--- src/rtl/iqf_pkg.sv ---
package iqf_pkg;

  typedef enum logic [1:0] {
    ST_IDLE  = 2'd0,
    ST_SYNC  = 2'd1,
    ST_START = 2'd2,
    ST_DATA  = 2'd3
  } fr_state_e;

  // divider setting to cycles per bit; zero behaves as one
  function automatic int unsigned eff_div(input int unsigned raw);
    return (raw == 0) ? 1 : raw;
  endfunction

  // number of cycles the bit clock stays high in one bit period
  function automatic int unsigned clk_high_len(input int unsigned d);
    return (d + 1) / 2;
  endfunction

  // payload bits in one frame
  function automatic int unsigned payload_len(input bit aux,
                                              input int unsigned smp_w,
                                              input int unsigned aux_w);
    return 2 * smp_w + (aux ? 2 * aux_w : 0);
  endfunction

endpackage

--- src/rtl/iqf_bitclk.sv ---
module iqf_bitclk #(
  parameter int W_DIV = 4
) (
  input  logic             clk,
  input  logic             rst_n,
  input  logic [W_DIV-1:0] cfg_div,
  output logic             bit_end,
  output logic             ser_clk
);
  localparam int DW = W_DIV + 1;

  logic [W_DIV-1:0] ph;
  logic [W_DIV-1:0] ph_nxt;
  logic [DW-1:0]    d_eff;
  logic [DW-1:0]    hi_len;

  assign d_eff   = DW'(iqf_pkg::eff_div(32'(cfg_div)));
  assign hi_len  = DW'(iqf_pkg::clk_high_len(32'(d_eff)));
  assign bit_end = (({1'b0, ph} + DW'(1)) >= d_eff);
  assign ph_nxt  = bit_end ? '0 : ph + 1'b1;

  always_ff @(posedge clk) begin
    if (!rst_n) begin
      ph      <= '0;
      ser_clk <= 1'b1;
    end else begin
      ph      <= ph_nxt;
      ser_clk <= ({1'b0, ph_nxt} < hi_len);
    end
  end

  // the bit clock only rises as a new bit period begins
  a_r3_rise_on_bit: assert property (@(posedge clk) disable iff (!rst_n)
    $rose(ser_clk) |-> $past(bit_end));

endmodule

--- src/rtl/iqf_hold.sv ---
module iqf_hold #(
  parameter int W_SMP = 16,
  parameter int W_AUX = 8
) (
  input  logic                       clk,
  input  logic                       rst_n,
  input  logic                       smp_vld,
  input  logic [W_SMP-1:0]           smp_i,
  input  logic [W_SMP-1:0]           smp_q,
  input  logic [W_AUX-1:0]           agc_byte,
  input  logic [W_AUX-1:0]           stat_byte,
  input  logic                       take,
  output logic                       full,
  output logic [2*W_SMP+2*W_AUX-1:0] pay,
  output logic                       ovf
);
  logic accept;
  logic drop;

  assign accept = smp_vld && (!full || take);
  assign drop   = smp_vld && full && !take;

  always_ff @(posedge clk) begin
    if (!rst_n) begin
      full <= 1'b0;
      pay  <= '0;
      ovf  <= 1'b0;
    end else begin
      ovf <= drop;
      if (accept) begin
        full <= 1'b1;
        pay  <= {smp_i, smp_q, agc_byte, stat_byte};
      end else if (take) begin
        full <= 1'b0;
      end
    end
  end

  // a waiting pair stays intact until the sequencer takes it
  a_r8_hold_kept: assert property (@(posedge clk) disable iff (!rst_n)
    (full && !take) |=> (full && $stable(pay)));

  // a drop leaves the earlier pair still waiting
  a_r9_ovf_held: assert property (@(posedge clk) disable iff (!rst_n)
    ovf |-> full);

endmodule

--- src/rtl/iqf_seq.sv ---
module iqf_seq #(
  parameter int W_SMP    = 16,
  parameter int W_AUX    = 8,
  parameter int IDLE_MIN = 10
) (
  input  logic                       clk,
  input  logic                       rst_n,
  input  logic                       bit_end,
  input  logic                       cfg_aux_en,
  input  logic                       cfg_emb_sync,
  input  logic                       hold_full,
  input  logic [2*W_SMP+2*W_AUX-1:0] hold_pay,
  output logic                       take,
  output logic                       ser_dat,
  output logic                       ser_fs
);
  import iqf_pkg::*;

  localparam int PAY_W = 2 * W_SMP + 2 * W_AUX;
  localparam int IW    = $clog2(PAY_W);
  localparam int CW    = $clog2(IDLE_MIN + 1);

  fr_state_e        st;
  fr_state_e        nst;
  fr_state_e        launch_st;
  logic [PAY_W-1:0] sh;
  logic [IW-1:0]    idx;
  logic [IW-1:0]    len_m1;
  logic [CW-1:0]    idle_cnt;
  logic             aux_q;
  logic             launch_ok;
  logic             launch;

  assign len_m1    = IW'(payload_len(aux_q, W_SMP, W_AUX) - 1);
  assign launch_ok = hold_full && (!cfg_emb_sync || (idle_cnt >= CW'(IDLE_MIN)));
  assign launch_st = cfg_emb_sync ? ST_START : ST_SYNC;

  always_comb begin
    nst = st;
    unique case (st)
      ST_SYNC, ST_START: nst = ST_DATA;
      ST_DATA: begin
        if (idx != len_m1) nst = ST_DATA;
        else               nst = launch_ok ? launch_st : ST_IDLE;
      end
      default: nst = launch_ok ? launch_st : ST_IDLE;
    endcase
  end

  assign launch = (nst == ST_SYNC) || (nst == ST_START);
  assign take   = bit_end && launch;

  always_ff @(posedge clk) begin
    if (!rst_n) begin
      st       <= ST_IDLE;
      sh       <= '0;
      idx      <= '0;
      idle_cnt <= CW'(IDLE_MIN);
      aux_q    <= 1'b0;
      ser_dat  <= 1'b1;
      ser_fs   <= 1'b0;
    end else if (bit_end) begin
      st <= nst;
      unique case (nst)
        ST_IDLE: begin
          ser_dat <= 1'b1;
          ser_fs  <= 1'b0;
          if (idle_cnt != CW'(IDLE_MIN)) idle_cnt <= idle_cnt + 1'b1;
        end
        ST_SYNC, ST_START: begin
          ser_dat  <= (nst == ST_SYNC);
          ser_fs   <= (nst == ST_SYNC);
          sh       <= hold_pay;
          aux_q    <= cfg_aux_en;
          idx      <= '0;
          idle_cnt <= '0;
        end
        default: begin
          ser_dat <= sh[PAY_W-1];
          ser_fs  <= 1'b0;
          sh      <= {sh[PAY_W-2:0], 1'b0};
          if (st == ST_DATA) idx <= idx + 1'b1;
        end
      endcase
    end
  end

  // the marker lasts a single bit period
  a_r6_fs_one_bit: assert property (@(posedge clk) disable iff (!rst_n)
    (ser_fs && bit_end) |=> !ser_fs);

  // the data line is high during the marker bit
  a_r6_fs_line_high: assert property (@(posedge clk) disable iff (!rst_n)
    ser_fs |-> ser_dat);

  // idle periods keep the line high with no marker
  a_r5_idle_line: assert property (@(posedge clk) disable iff (!rst_n)
    (st == ST_IDLE) |-> (ser_dat && !ser_fs));

  // the payload index never runs past the selected length
  a_r2_idx_bound: assert property (@(posedge clk) disable iff (!rst_n)
    (st == ST_DATA) |-> (idx <= len_m1));

endmodule

--- src/rtl/iqf_framer.sv ---
module iqf_framer #(
  parameter int W_SMP    = 16,
  parameter int W_AUX    = 8,
  parameter int W_DIV    = 4,
  parameter int IDLE_MIN = 10
) (
  input  logic             clk,
  input  logic             rst_n,
  input  logic             smp_vld,
  input  logic [W_SMP-1:0] smp_i,
  input  logic [W_SMP-1:0] smp_q,
  input  logic [W_AUX-1:0] agc_byte,
  input  logic [W_AUX-1:0] stat_byte,
  input  logic [W_DIV-1:0] cfg_div,
  input  logic             cfg_aux_en,
  input  logic             cfg_emb_sync,
  output logic             ser_clk,
  output logic             ser_dat,
  output logic             ser_fs,
  output logic             ovf_pulse
);
  localparam int PAY_W = 2 * W_SMP + 2 * W_AUX;

  logic             bit_end;
  logic             take;
  logic             hold_full;
  logic [PAY_W-1:0] hold_pay;

  iqf_bitclk #(.W_DIV(W_DIV)) u_clk (
    .clk     (clk),
    .rst_n   (rst_n),
    .cfg_div (cfg_div),
    .bit_end (bit_end),
    .ser_clk (ser_clk)
  );

  iqf_hold #(.W_SMP(W_SMP), .W_AUX(W_AUX)) u_hold (
    .clk       (clk),
    .rst_n     (rst_n),
    .smp_vld   (smp_vld),
    .smp_i     (smp_i),
    .smp_q     (smp_q),
    .agc_byte  (agc_byte),
    .stat_byte (stat_byte),
    .take      (take),
    .full      (hold_full),
    .pay       (hold_pay),
    .ovf       (ovf_pulse)
  );

  iqf_seq #(.W_SMP(W_SMP), .W_AUX(W_AUX), .IDLE_MIN(IDLE_MIN)) u_seq (
    .clk          (clk),
    .rst_n        (rst_n),
    .bit_end      (bit_end),
    .cfg_aux_en   (cfg_aux_en),
    .cfg_emb_sync (cfg_emb_sync),
    .hold_full    (hold_full),
    .hold_pay     (hold_pay),
    .take         (take),
    .ser_dat      (ser_dat),
    .ser_fs       (ser_fs)
  );

  // the data and marker lines only move when a bit period starts
  a_r4_dat_on_bit: assert property (@(posedge clk) disable iff (!rst_n)
    (!$stable(ser_dat) || !$stable(ser_fs)) |-> $past(bit_end));

endmodule

--- config.mk ---
export PLATFORM = sky130hd
export DESIGN_NAME = iqf_framer
export DESIGN_NICKNAME = d
export VERILOG_FILES = /design/src/rtl/iqf_pkg.sv /design/src/rtl/iqf_bitclk.sv /design/src/rtl/iqf_hold.sv /design/src/rtl/iqf_seq.sv /design/src/rtl/iqf_framer.sv
export SDC_FILE = /design/constraint.sdc
export NUM_CORES = 1
export LEC_CHECK = 0
export BUFFER_PORTS_ARGS = -buffer_cell sky130_fd_sc_hd__buf_2
export CAP_MARGIN = 20
export CORE_UTILIZATION = 25
export DETAILED_ROUTE_END_ITERATION = 8
export PLACE_DENSITY_LB_ADDON = 0.25
export SETUP_SLACK_MARGIN = 0.1
export SLEW_MARGIN = 20
export SYNTH_ARGS = -nofsm -noshare
export SYNTH_HDL_FRONTEND = slang
export SYNTH_SLANG_ARGS = --single-unit
--- constraint.sdc ---
create_clock -name clk -period 2.9 [get_ports clk]
set_input_delay 0.145 -clock clk [delete_from_list [all_inputs] [get_ports clk]]
set_output_delay 0.145 -clock clk [all_outputs]
set_load 0.05 [all_outputs]
==> flow_summary.ini, run 1 <==
[routing]
first_pass_iters = 4
antenna_left = 0
routed-via-count = 4645
post-route-drc-count = 0
wl_mm = 14.1
vias_per_cell = 4.62
drt-wirelength-per-cell_um = 14.1
drt_iter0_drc = 210

[logic_synthesis]
synth_area_um2 = 5290
synth_xor_xnor_area_share_pct = 0.663
synthAdderAreaFrac_pct = 3.79
seq_area_frac_synth_pct = 44.7
yosysWarningCount = 0
post_synth.cell_area_avg_um2 = 8.71
synth-async-reset-ratio_pct = 0
yosys.area.top_type_share_pct = 44.7
synthCells = 607
synth-compound-area-share_pct = 18.5
top_cell_type_by_total_area_after_synthesis = sky130_fd_sc_hd__dfxtp_1
synth_simple_gate_area_share_pct = 18.3
post_synth_mux_area_share_pct = 9.28
cell_types_occupying_the_most_area_after_synthesis = sky130_fd_sc_hd__dfxtp_1 45%, sky130_fd_sc_hd__mux2i_1 9.3%, sky130_fd_sc_hd__nand2_1 6.5%
synth_cell_type_count = 47
synth_enable_flop_cells = 0
postSynth.topFlopCell = sky130_fd_sc_hd__dfxtp_1
mappedNetlistNets = 680
synth_top_family_by_area = compound AO/OA/AOI/OAI gates
synth_seq_cells = 118

[placement]
buffer_ports.inserted = 60
routabilityCongestion = 0.791
dp.final_hpwl_mm = 7.37

[hold_path]
hold_path_depth = 3
hold_path.class = input port to flop

[finish]
drive_above_1_share_pct = 21.9
antennaDiodeCount = 0
final_net_count = 795
area.growth.synth_to_final_pct = 40.5

[setup_path]
path_class = flop to flop
worst-path-max-fanout = 5
critPathLaunchType = flop
endpoint_kind = flop
worstPathRequired_ns = 3.23
cp_data_arrival_time_ns = 3.08
reg2reg_depth = 14

[pwr]
vdd_drop_max_mv = 0.505
leakagePower_nw = 3.15
power_density_nw_per_um2 = 896
design_power_total_mw = 6.66

[clocking]
tritoncts = yes
cts_root_buffer = sky130_fd_sc_hd__clkbuf_16
clock_slew_seen_by_the_registers_of_the_worst_setup_and_hold_paths_ns = 0.05
cts_max_level = 4
maximum_clock_insertion_buffer_count = 2
worstSkewPairLatency_ns = 0.42
tritoncts_num_sinks = 118
cts-buffers-inserted = 17

[timing]
max-slew-margin-rel_pct = 59.3
fin_tns_setup_ns = 0
tightestPinTransition_ns = 0.611
final_hold_fails = 1
finalCritPeriodShare_pct = 94.6
grt_setup_unrepaired = true
setup_viol = 0
final.hold.worst_slack_ns = -0.00205
period_needed_ns = 2.74
fin_skew_ns = 0.00714
max_freq_mhz = 365
maxSlewViolCount = 0

[floorplan]
floorplan.rows = 52
dieWidth_um = 147
floorplan.io_pins = 61
die_area_um2 = 21700
initial_utilization_pct = 25.8
placeableCoreArea_um2 = 20500
fp.dieH_um = 147

[global_routing]
antenna_found_initial = 0
grt-ovfl-total = 0
vias_in_the_first_global_route = 4301
global_route_wire_length_before_repair_mm = 20.7
globalRouteTotalUtil_pct = 11.9
maximum_number_of_pins_on_one_net_before_global_route_repair = 102

[run_status]
failed_checks = hold timing
status = finished, violations left

[job]
max-cap-violations = 0
-- power by group --
part	internal (mW)	switching (mW)	total [mW]	leakage [nW]
Clock	1.54	0.731	2.28	0.323
Sequential	1.92	0.172	2.10	0.962
Combinational	1.02	1.26	2.29	1.87
Total	4.49	2.17	6.66	3.15
-- final timing paths --
path | startpoint | to | slack (ns)
setup / recovery | u_seq.idle_cnt[0] | u_seq.idle_cnt[0] | 0.16
hold / removal | stat_byte[1] | u_hold.pay[1] | -0.002
setup reg to reg | u_seq.idle_cnt[0] | u_seq.idle_cnt[0] | 0.16
hold reg to reg | u_hold.pay[43] | u_hold.pay[43] | 0.46
-- routing by layer --
| layer | global-route usage, % | wire [um] |
|---|---|---|
| met5 | 0 | 0 |
| met4 | 4.69 | 183 |
| met3 | 3.21 | 386 |
| met2 | 18.6 | 6470 |
| met1 | 15.7 | 7100 |
-- registers in the layout, summed over array words and instances, names as in the netlist --
signal,cells
u_seq.sh,48
u_seq.st,2
u_hold.pay,48
u_seq.aux_q,1
u_clk.ser_clk,1
u_seq.idx,6
u_hold.full,1
u_hold.ovf,1
u_clk.ph,4
u_seq.ser_fs,1
u_seq.ser_dat,1
u_seq.idle_cnt,4
-- area by class of cell --
cell class,count,area [um^2]
Clock buffer,23,498
Multi-Input combinational cell,429,2870
Sequential cell,118,2370
Inverter,15,58.8
Tap cell,270,338
Timing Repair Buffer,141,1160
Clock inverter,9,145
Fill cell,2129,13100
-- stage by stage --
| step | hold slack, ns | cells | setup slack [ns] | instance area (um^2) | util, % |
|---|---|---|---|---|---|
| final | -0.00205 | 1005 | 0.157 | 7430 | 36.3 |
| after global routing | 0.00112 | 1005 | 0.0232 | 7430 | 36.3 |
| after CTS | 0.00569 | 989 | 0.0724 | 7090 | 34.6 |
| after detailed placement | 0.393 | 906 | -0.0129 | 5910 | 28.9 |
| after global placement | 0.386 | 906 | -0.0228 | 5910 | 28.9 |
| after floorplan | 0.266 | 607 | 0.102 | 5290 | - |
-- cells in the mapped netlist, drive strengths merged (2+ instances only) --
library cell,number
a211oi,25
a21boi,6
a21o,2
a21oi,12
buf,23
clkbuf,23
dfxtp,118
ha,16
inv,15
mux2i,49
nand2,92
nand2b,3
nand3,59
nand4,2
nor2,41
nor3,7
nor3b,3
o211a,22
o21ai,58
o22ai,3
o31ai,3
or3,6
xnor2,3
-- cells in the final DEF (no fill, tap or decap), drive strengths merged, types with 2 or more instances in the layout --
cell type and count:
dfxtp 118, nand2 92, buf 89, nand3 59, o21ai 58, mux2i 49, dlygate4sd3 48, nor2 41
clkbuf 27, a211oi 25, o211a 22, ha 16, inv 15, a21oi 12, nor3 7, a21boi 6
or3 6, clkinv 5, bufinv 4, nand2b 3, nor3b 3, o22ai 3, xnor2 3, o31ai 3
nand4 2, o211ai 2, a21o 2
-- worst max-delay path, cell delays in order, from the launching register on --
cell and delay, ns:
sky130_fd_sc_hd__dfxtp_4 0.36, sky130_fd_sc_hd__inv_2 0.04, sky130_fd_sc_hd__ha_4 0.15, sky130_fd_sc_hd__or3_4 0.33, sky130_fd_sc_hd__nand4_1 0.14, sky130_fd_sc_hd__nand2_2 0.08, sky130_fd_sc_hd__o31ai_4 0.32, sky130_fd_sc_hd__ha_4 0.22
sky130_fd_sc_hd__buf_4 0.12, sky130_fd_sc_hd__nor2_2 0.04, sky130_fd_sc_hd__nor3_1 0.17, sky130_fd_sc_hd__a21oi_2 0.06, sky130_fd_sc_hd__buf_4 0.18, sky130_fd_sc_hd__or3_1 0.29, sky130_fd_sc_hd__a21boi_0 0.15
-- cell families after synthesis --
logic type / count (synthesis)
AO/OA/AOI/OAI: 141
buffers and inverters: 61
multiplexers: 49
adder cells (fa/ha/maj): 16
AND/OR/NAND/NOR: 218
XOR/XNOR: 4
flip-flops: 118
-- what timing repair did --
| item | 4_1_cts | 5_1_grt |
|---|---|---|
| setup endpoints to repair | 54 | 108 |
| pin swaps | 1 | 11 |
| gates resized for setup | 4 | 39 |
| hold buffers | 48 | 0 |
| endpoints found under the hold margin | 48 | 0 |
| cloned | 1 | 8 |
| buffers inserted | 2 | 8 |
Power figures use the tool's default switching activity.
==> run 2: changes to the inputs <==
--- a/config.mk
+++ b/config.mk
@@ -9,9 +9,11 @@
 export CAP_MARGIN = 20
 export CORE_UTILIZATION = 25
 export DETAILED_ROUTE_END_ITERATION = 8
+export HOLD_SLACK_MARGIN = 0.08
 export PLACE_DENSITY_LB_ADDON = 0.25
 export SETUP_SLACK_MARGIN = 0.1
 export SLEW_MARGIN = 20
 export SYNTH_ARGS = -nofsm -noshare
 export SYNTH_HDL_FRONTEND = slang
+export SYNTH_HIERARCHICAL = 1
 export SYNTH_SLANG_ARGS = --single-unit
==> flow_summary.ini, run 2 <==
[placement]
buffer_ports.inserted = 60
post-place-cells = 905
routabilityCongestion = 0.745
pre_cts_slack_ns = 0.0664
dp.final_hpwl_mm = 7.56

[setup_path]
endpoint_kind = flop
path_class = flop to flop
reg2reg_depth = 10
worst-r2r-setup-slack_ns = 0.26
r2r-end = u_seq/idle_cnt[0]
rr_startpoint = u_seq/st[0]
cp_data_arrival_time_ns = 2.99
critPathLaunchType = flop
worst-path-max-fanout = 11
worstPathRequired_ns = 3.24
cp-startpoint = u_seq/st[0]
setup.worst_path.end = u_seq/idle_cnt[0]

[clocking]
cts_max_level = 4
worstSkewPairLatency_ns = 0.41
maximum_clock_insertion_buffer_count = 2
cts_root_buffer = sky130_fd_sc_hd__clkbuf_16
tritoncts = yes
clock_slew_seen_by_the_registers_of_the_worst_setup_and_hold_paths_ns = 0.05
cts-buffers-inserted = 17
tritoncts_num_sinks = 118

[global_routing]
globalRouteMet2Util_pct = 17.1
vias_in_the_first_global_route = 4271
antenna_found_initial = 0
global_route_wire_length_before_repair_mm = 20.5
grt-ovfl-total = 0
maximum_number_of_pins_on_one_net_before_global_route_repair = 95
grt.met3_usage_pct = 2.68
globalRouteMet1Util_pct = 14.1
globalRouteTotalUtil_pct = 10.9
global_route.peak_usage_layer = met2

[timing]
fin_tns_setup_ns = 0
max-slew-margin-rel_pct = 56.2
grt_setup_unrepaired = false
finalCritPeriodShare_pct = 91.2
maxSlewViolCount = 0
setup_viol = 0
final_hold_fails = 0
max_freq_mhz = 378
period_needed_ns = 2.64
final.hold.worst_slack_ns = 0.171
fin_skew_ns = 0.00708
setup_slack_ns = 0.255
tightestPinTransition_ns = 0.648

[logic_synthesis]
cell_types_occupying_the_most_area_after_synthesis = sky130_fd_sc_hd__dfxtp_1 42%, sky130_fd_sc_hd__mux2i_1 17%, sky130_fd_sc_hd__nand2_1 10%
synth_top_cells_by_count = 152 x sky130_fd_sc_hd__nand2_1, 118 x sky130_fd_sc_hd__dfxtp_1, 97 x sky130_fd_sc_hd__mux2i_1
top_cell_type_by_total_area_after_synthesis = sky130_fd_sc_hd__dfxtp_1
yosys.area.top_type_share_pct = 42.0
synth_seq_cells = 118
yosysWarningCount = 6
synth-async-reset-ratio_pct = 0
synth_area_um2 = 5620
synth_enable_flop_cells = 0
synth_cell_type_count = 52
yosysMostFrequentCell = sky130_fd_sc_hd__nand2_1
seq_area_frac_synth_pct = 42.0
synthCells = 597
mappedNetlistNets = 670
post_synth.cell_area_avg_um2 = 9.41
postSynth.topFlopCell = sky130_fd_sc_hd__dfxtp_1

[run_status]
failed_checks = DRC
status = finished, violations left

[routing]
routed-via-count = 4374
drt-wirelength-per-cell_um = 12.3
first_pass_iters = 6
wl_mm = 12.3
post-route-drc-count = 1
vias_per_cell = 4.40
antenna_left = 0
drt_iter0_drc = 243

[hold_path]
hold_path.class = input port to flop

[finish]
layout_common_cells = 152 x sky130_fd_sc_hd__nand2_1, 118 x sky130_fd_sc_hd__dfxtp_1, 97 x sky130_fd_sc_hd__mux2i_1, 59 x sky130_fd_sc_hd__buf_2, 51 x sky130_fd_sc_hd__dlygate4sd3_1
final_common_cell = sky130_fd_sc_hd__nand2_1
drive_above_1_share_pct = 17.9
area.growth.synth_to_final_pct = 32.2
final_net_count = 775
antennaDiodeCount = 0
nFillCells = 2254
layout.cells.non_filler = 995
largestRegisters = u_hold/pay: 48 flops, u_seq/sh: 48 flops, u_seq/idx: 6 flops

[floorplan]
placeableCoreArea_um2 = 22000
floorplan.rows = 54
fp.dieH_um = 152
die_area_um2 = 23100
dieWidth_um = 152
floorplan.io_pins = 61
initial_utilization_pct = 25.6

[pwr]
power_density_nw_per_um2 = 745
leakagePower_nw = 3.55
vdd_drop_max_mv = 0.475
design_power_total_mw = 5.54

[job]
max-cap-violations = 0
run 2: changes by cell type after synthesis, moves of 5 or more:
cell	delta
sky130_fd_sc_hd__mux2i_1	+48
sky130_fd_sc_hd__a211oi_1	-25
sky130_fd_sc_hd__o21ai_0	-38
sky130_fd_sc_hd__nor2_1	-29
sky130_fd_sc_hd__o21ai_1	-8
sky130_fd_sc_hd__or3_1	-5
sky130_fd_sc_hd__or4_1	+5
sky130_fd_sc_hd__buf_6	+5
sky130_fd_sc_hd__buf_1	-6
sky130_fd_sc_hd__nand2_1	+60
sky130_fd_sc_hd__nand3_1	-48
sky130_fd_sc_hd__o211a_1	+26
run 2: stage by stage:
step / utilization, % / cell area (um^2)
2_1_floorplan: - / 5620
3_3_place_gp: 28.2 / 6200
3_5_place_dp: 28.2 / 6200
4_1_cts: 33.2 / 7290
5_1_grt: 33.8 / 7430
6_report: 33.8 / 7430
run 2: kinds of logic after synthesis:
logic type / count (synthesis) / synth area share [%]
and+or+nand+nor: 207 / 16.3
DFF: 118 / 42.0
muxes: 97 / 17.3
AOI/OAI and AO/OA: 96 / 14.6
buffers and inverters: 59 / 5.57
adders and majority gates: 16 / 3.56
xor gates and xnor gates: 4 / 0.624
run 2: worst min-delay path by stage:
stage,to,cells after the start,startpoint,slack (ns)
global route,u_clk/ser_clk,4,cfg_div[0],0.20
detailed placement,u_hold/pay[26],3,smp_q[10],0.40
floorplan,u_clk/ser_clk,1,rst_n,0.23
CTS,u_clk/ser_clk,4,cfg_div[3],0.15
global placement,u_hold/pay[26],3,smp_q[10],0.40
finish,u_clk/ser_clk,4,cfg_div[0],0.17
run 2: layout make-up:
class / instances / area, um^2 / area share, %
inverter: 15 / 56.3 / 0.758
clock inverter: 10 / 103 / 1.38
tap: 280 / 350 / 4.72
clock buffer: 22 / 474 / 6.38
multi-input combinational: 420 / 3020 / 40.7
sequential: 118 / 2360 / 31.8
timing repair buffer: 130 / 1060 / 14.3
run 2: timing repair:
item,CTS,global route
cloned,0,1
hold buffers,51,0
resized for setup,1,12
endpoints found under the hold margin,52,0
pin swaps,1,3
setup buffers,1,5
endpoints found under the setup margin,39,79
run 2: where the power goes:
| group | switching [mW] | internal [mW] | total, mW |
|---|---|---|---|
| Sequential | 0.116 | 1.83 | 1.94 |
| Clock | 0.731 | 1.32 | 2.05 |
| Combinational | 0.804 | 0.741 | 1.55 |
run 2: critical path, stage by stage (launching register included):
cell	delay [ns]
sky130_fd_sc_hd__dfxtp_1	0.35
sky130_fd_sc_hd__inv_1	0.08
sky130_fd_sc_hd__ha_4	0.28
sky130_fd_sc_hd__and4b_1	0.23
sky130_fd_sc_hd__o22ai_1	0.27
sky130_fd_sc_hd__o21ai_2	0.12
sky130_fd_sc_hd__ha_4	0.28
sky130_fd_sc_hd__clkbuf_2	0.15
sky130_fd_sc_hd__buf_6	0.17
sky130_fd_sc_hd__or4_1	0.51
sky130_fd_sc_hd__a21boi_1	0.13
run 2: routing by layer:
layer,share of wire [%],wire length (um)
met1,49,6050
met2,46,5670
met3,3.0,362
met4,1.6,193
met5,0,0
==> run 3: changes to the inputs <==
--- a/config.mk
+++ b/config.mk
@@ -5,6 +5,7 @@
 export SDC_FILE = /design/constraint.sdc
 export NUM_CORES = 1
 export LEC_CHECK = 0
+export ABC_AREA = 1
 export BUFFER_PORTS_ARGS = -buffer_cell sky130_fd_sc_hd__buf_2
 export CAP_MARGIN = 20
 export CORE_UTILIZATION = 25
==> flow_summary.ini, run 3 <==
[setup_path]
critical_path.n_buffers_inverters = 5
endpoint_kind = flop
timing.critical_path.cells = inv_1, ha_1, inv_1, nand2_1, nor2_1, nand3_1, nand2_1, nand2_1, nand2_2, ha_2, nand2_1, inv_1, inv_2, nand2_4, buf_12, nand3_1, nand2_1, nor2_1
worstPathRequired_ns = 3.21
critical_path_cell_count = 18
cp-startpoint = u_seq/st[0]
rr_startpoint = u_seq/st[0]
setup.worst_path.end = u_hold/pay[20]
cpMaxStageDelayCell = sky130_fd_sc_hd__ha_2
r2r-end = u_hold/pay[20]
cp_data_arrival_time_ns = 2.85
crit_family = simple AND/OR/NAND/NOR gates
max_stage_delay_ns = 0.39
cpMostUsedCell = sky130_fd_sc_hd__nand2_1
path_class = flop to flop
reg2reg_depth = 18
worst-r2r-setup-slack_ns = 0.36
worst-path-max-fanout = 38
critPathLaunchType = flop

[clocking]
tritoncts = yes
cts-buffers-inserted = 17
maximum_clock_insertion_buffer_count = 2
cts_root_buffer = sky130_fd_sc_hd__clkbuf_16
clock_slew_seen_by_the_registers_of_the_worst_setup_and_hold_paths_ns = 0.05
tritoncts_num_sinks = 118
worstSkewPairLatency_ns = 0.42
cts_max_level = 4

[timing]
fin_tns_setup_ns = 0
fin_skew_ns = 0.00725
maxSlewViolCount = 0
finalCritPeriodShare_pct = 87.6
max_freq_mhz = 394
setup_slack_ns = 0.360
final_hold_fails = 0
final.hold.worst_slack_ns = 0.0967
grt_setup_unrepaired = false
max-slew-margin-rel_pct = 37.9
period_needed_ns = 2.54
setup_viol = 0
tightestPinTransition_ns = 0.932

[finish]
postLayoutCoreUtil_pct = 33.1
antennaDiodeCount = 0
area_of_combinational_cells_with_multiple_inputs_um2 = 2630
area.growth.synth_to_final_pct = 29.7
largestRegisters = u_hold/pay: 48 flops, u_seq/sh: 48 flops, u_seq/idx: 6 flops
nFillCells = 2407
drive_above_1_share_pct = 16.8
final_net_count = 945
seq_area_um2 = 2360
layout_common_cells = 139 x sky130_fd_sc_hd__nand2_1, 136 x sky130_fd_sc_hd__a21oi_1, 118 x sky130_fd_sc_hd__dfxtp_1, 82 x sky130_fd_sc_hd__inv_1, 67 x sky130_fd_sc_hd__nor2_1
final_common_cell = sky130_fd_sc_hd__nand2_1

[global_routing]
grt-ovfl-total = 0
globalRouteTotalUtil_pct = 12.5
vias_in_the_first_global_route = 4962
antenna_found_initial = 0
maximum_number_of_pins_on_one_net_before_global_route_repair = 88
global_route_wire_length_before_repair_mm = 22.8

[logic_synthesis]
post_synth.cell_area_avg_um2 = 7.19
mappedNetlistNets = 850
synth_seq_cells = 118
synth-async-reset-ratio_pct = 0
synth_enable_flop_cells = 0
synth_cell_type_count = 35
postSynth.topFlopCell = sky130_fd_sc_hd__dfxtp_1
yosysWarningCount = 6
seq_area_frac_synth_pct = 42.3
top_cell_type_by_total_area_after_synthesis = sky130_fd_sc_hd__dfxtp_1
cell_types_occupying_the_most_area_after_synthesis = sky130_fd_sc_hd__dfxtp_1 42%, sky130_fd_sc_hd__a21oi_1 12%, sky130_fd_sc_hd__nand2_1 9.5%
synth_top_cells_by_count = 141 x sky130_fd_sc_hd__nand2_1, 136 x sky130_fd_sc_hd__a21oi_1, 118 x sky130_fd_sc_hd__dfxtp_1
synthCells = 777
yosysMostFrequentCell = sky130_fd_sc_hd__nand2_1
synth_area_um2 = 5590
yosys.area.top_type_share_pct = 42.3

[floorplan]
floorplan.rows = 54
placeableCoreArea_um2 = 21900
dieWidth_um = 152
initial_utilization_pct = 25.5
die_area_um2 = 23000
fp.dieH_um = 152
floorplan.io_pins = 61

[pwr]
pwr-share-seq_pct = 33.2
power.switching_mw = 2.39
power.combinational.fraction_pct = 35.1
sw_frac_of_total_pct = 37.6
internal_power_mw = 3.97
power_density_nw_per_um2 = 876
leakagePower_nw = 3.31
power.share.clock_pct = 31.7
vdd_drop_max_mv = 0.664

[placement]
dp.final_hpwl_mm = 8.18
pre_cts_slack_ns = 0.321
buffer_ports.inserted = 60
routabilityCongestion = 0.714

[hold_path]
hold_path.class = input port to flop
hold_start = smp_i[12]

[routing]
first_pass_iters = 5
drt_iter0_drc = 269
wl_mm = 13.3
vias_per_cell = 4.42
drt-wirelength-per-cell_um = 11.4
post-route-drc-count = 0
antenna_left = 0
routed-via-count = 5147

[run_status]
status = finished, final reports clean

[job]
max-cap-violations = 0
[run 3: cell count changes after synthesis, sizes merged, moves of 6 or more]
| cell | before | now |
|---|---|---|
| inv | 15 | 86 |
| or4 | 6 | 0 |
| nor2 | 12 | 70 |
| nand2 | 152 | 144 |
| a21oi | 7 | 156 |
| o21ai | 12 | 55 |
| nand3 | 11 | 60 |
| o211a | 48 | 0 |
| buf | 24 | 32 |
| mux2i | 97 | 0 |
[run 3: worst min-delay path by stage]
stage                     end  slack [ns]  cells past startpoint
2_1_floorplan   u_clk/ser_clk        0.21                      1
3_3_place_gp   u_hold/pay[34]        0.46                      5
3_5_place_dp     u_seq/sh[19]        0.46                      2
4_1_cts        u_hold/pay[44]        0.10                      5
5_1_grt        u_hold/pay[44]        0.12                      5
6_report       u_hold/pay[44]         0.1                      5
[run 3: what timing repair did]
action | in CTS | in global routing
setup buffers | 0 | 0
gates resized for setup | 0 | 5
hold endpoints to repair | 48 | 0
hold buffers | 48 | 0
setup endpoints to repair | 0 | 53
[run 3: power groups by stage]
stage          Sequential [mW]  Combinational (mW)  Clock (mW)
6_report                  2.11                2.23        2.01
3_5_place_dp              2.15                2.19           0
5_1_grt                   2.15                2.55        2.15
2_1_floorplan             2.15                1.52           0
3_3_place_gp              2.15                2.19           0
4_1_cts                   2.11                2.25        2.08
[run 3: cells by family after synthesis]
family	share of synthesized area, %
AND/OR/NAND/NOR	21.1
AO/OA/AOI/OAI	21.2
buffers and inverters	11.0
flip-flops	42.3
adder cells (fa/ha/maj)	3.58
XOR/XNOR	0.783
[run 3: metrics by stage]
stage	total power, mW	cells	instance area, um^2
after floorplan	3.67	777	5590
after global placement	4.34	1085	6170
after detailed placement	4.33	1085	6170
after CTS	6.43	1165	7230
after global routing	6.85	1165	7250
final	6.35	1165	7250
[run 3: area by class of cell]
class	instances	share of cell area (%)
tap	280	4.83
multi-input combinational	520	36.2
clock inverter	11	1.38
sequential	118	32.6
clock buffer	21	6.63
timing repair buffer	128	13.9
inverter	87	4.50
[run 3: per-layer routing]
layer,up-vias,wire length [um],GRT usage (%)
met5,-,0,0
met4,0,156,5.05
met3,13,316,3.05
met2,67,6120,20.3
met1,2349,6710,15.9
li1,2718,-,-
[run 3: tightest hold or removal path, stage by stage]
cell	delay [ns]
sky130_fd_sc_hd__buf_2	0.07
sky130_fd_sc_hd__inv_1	0.04
sky130_fd_sc_hd__nand3_1	0.09
sky130_fd_sc_hd__nand2_1	0.05
sky130_fd_sc_hd__nor2_1	0.08
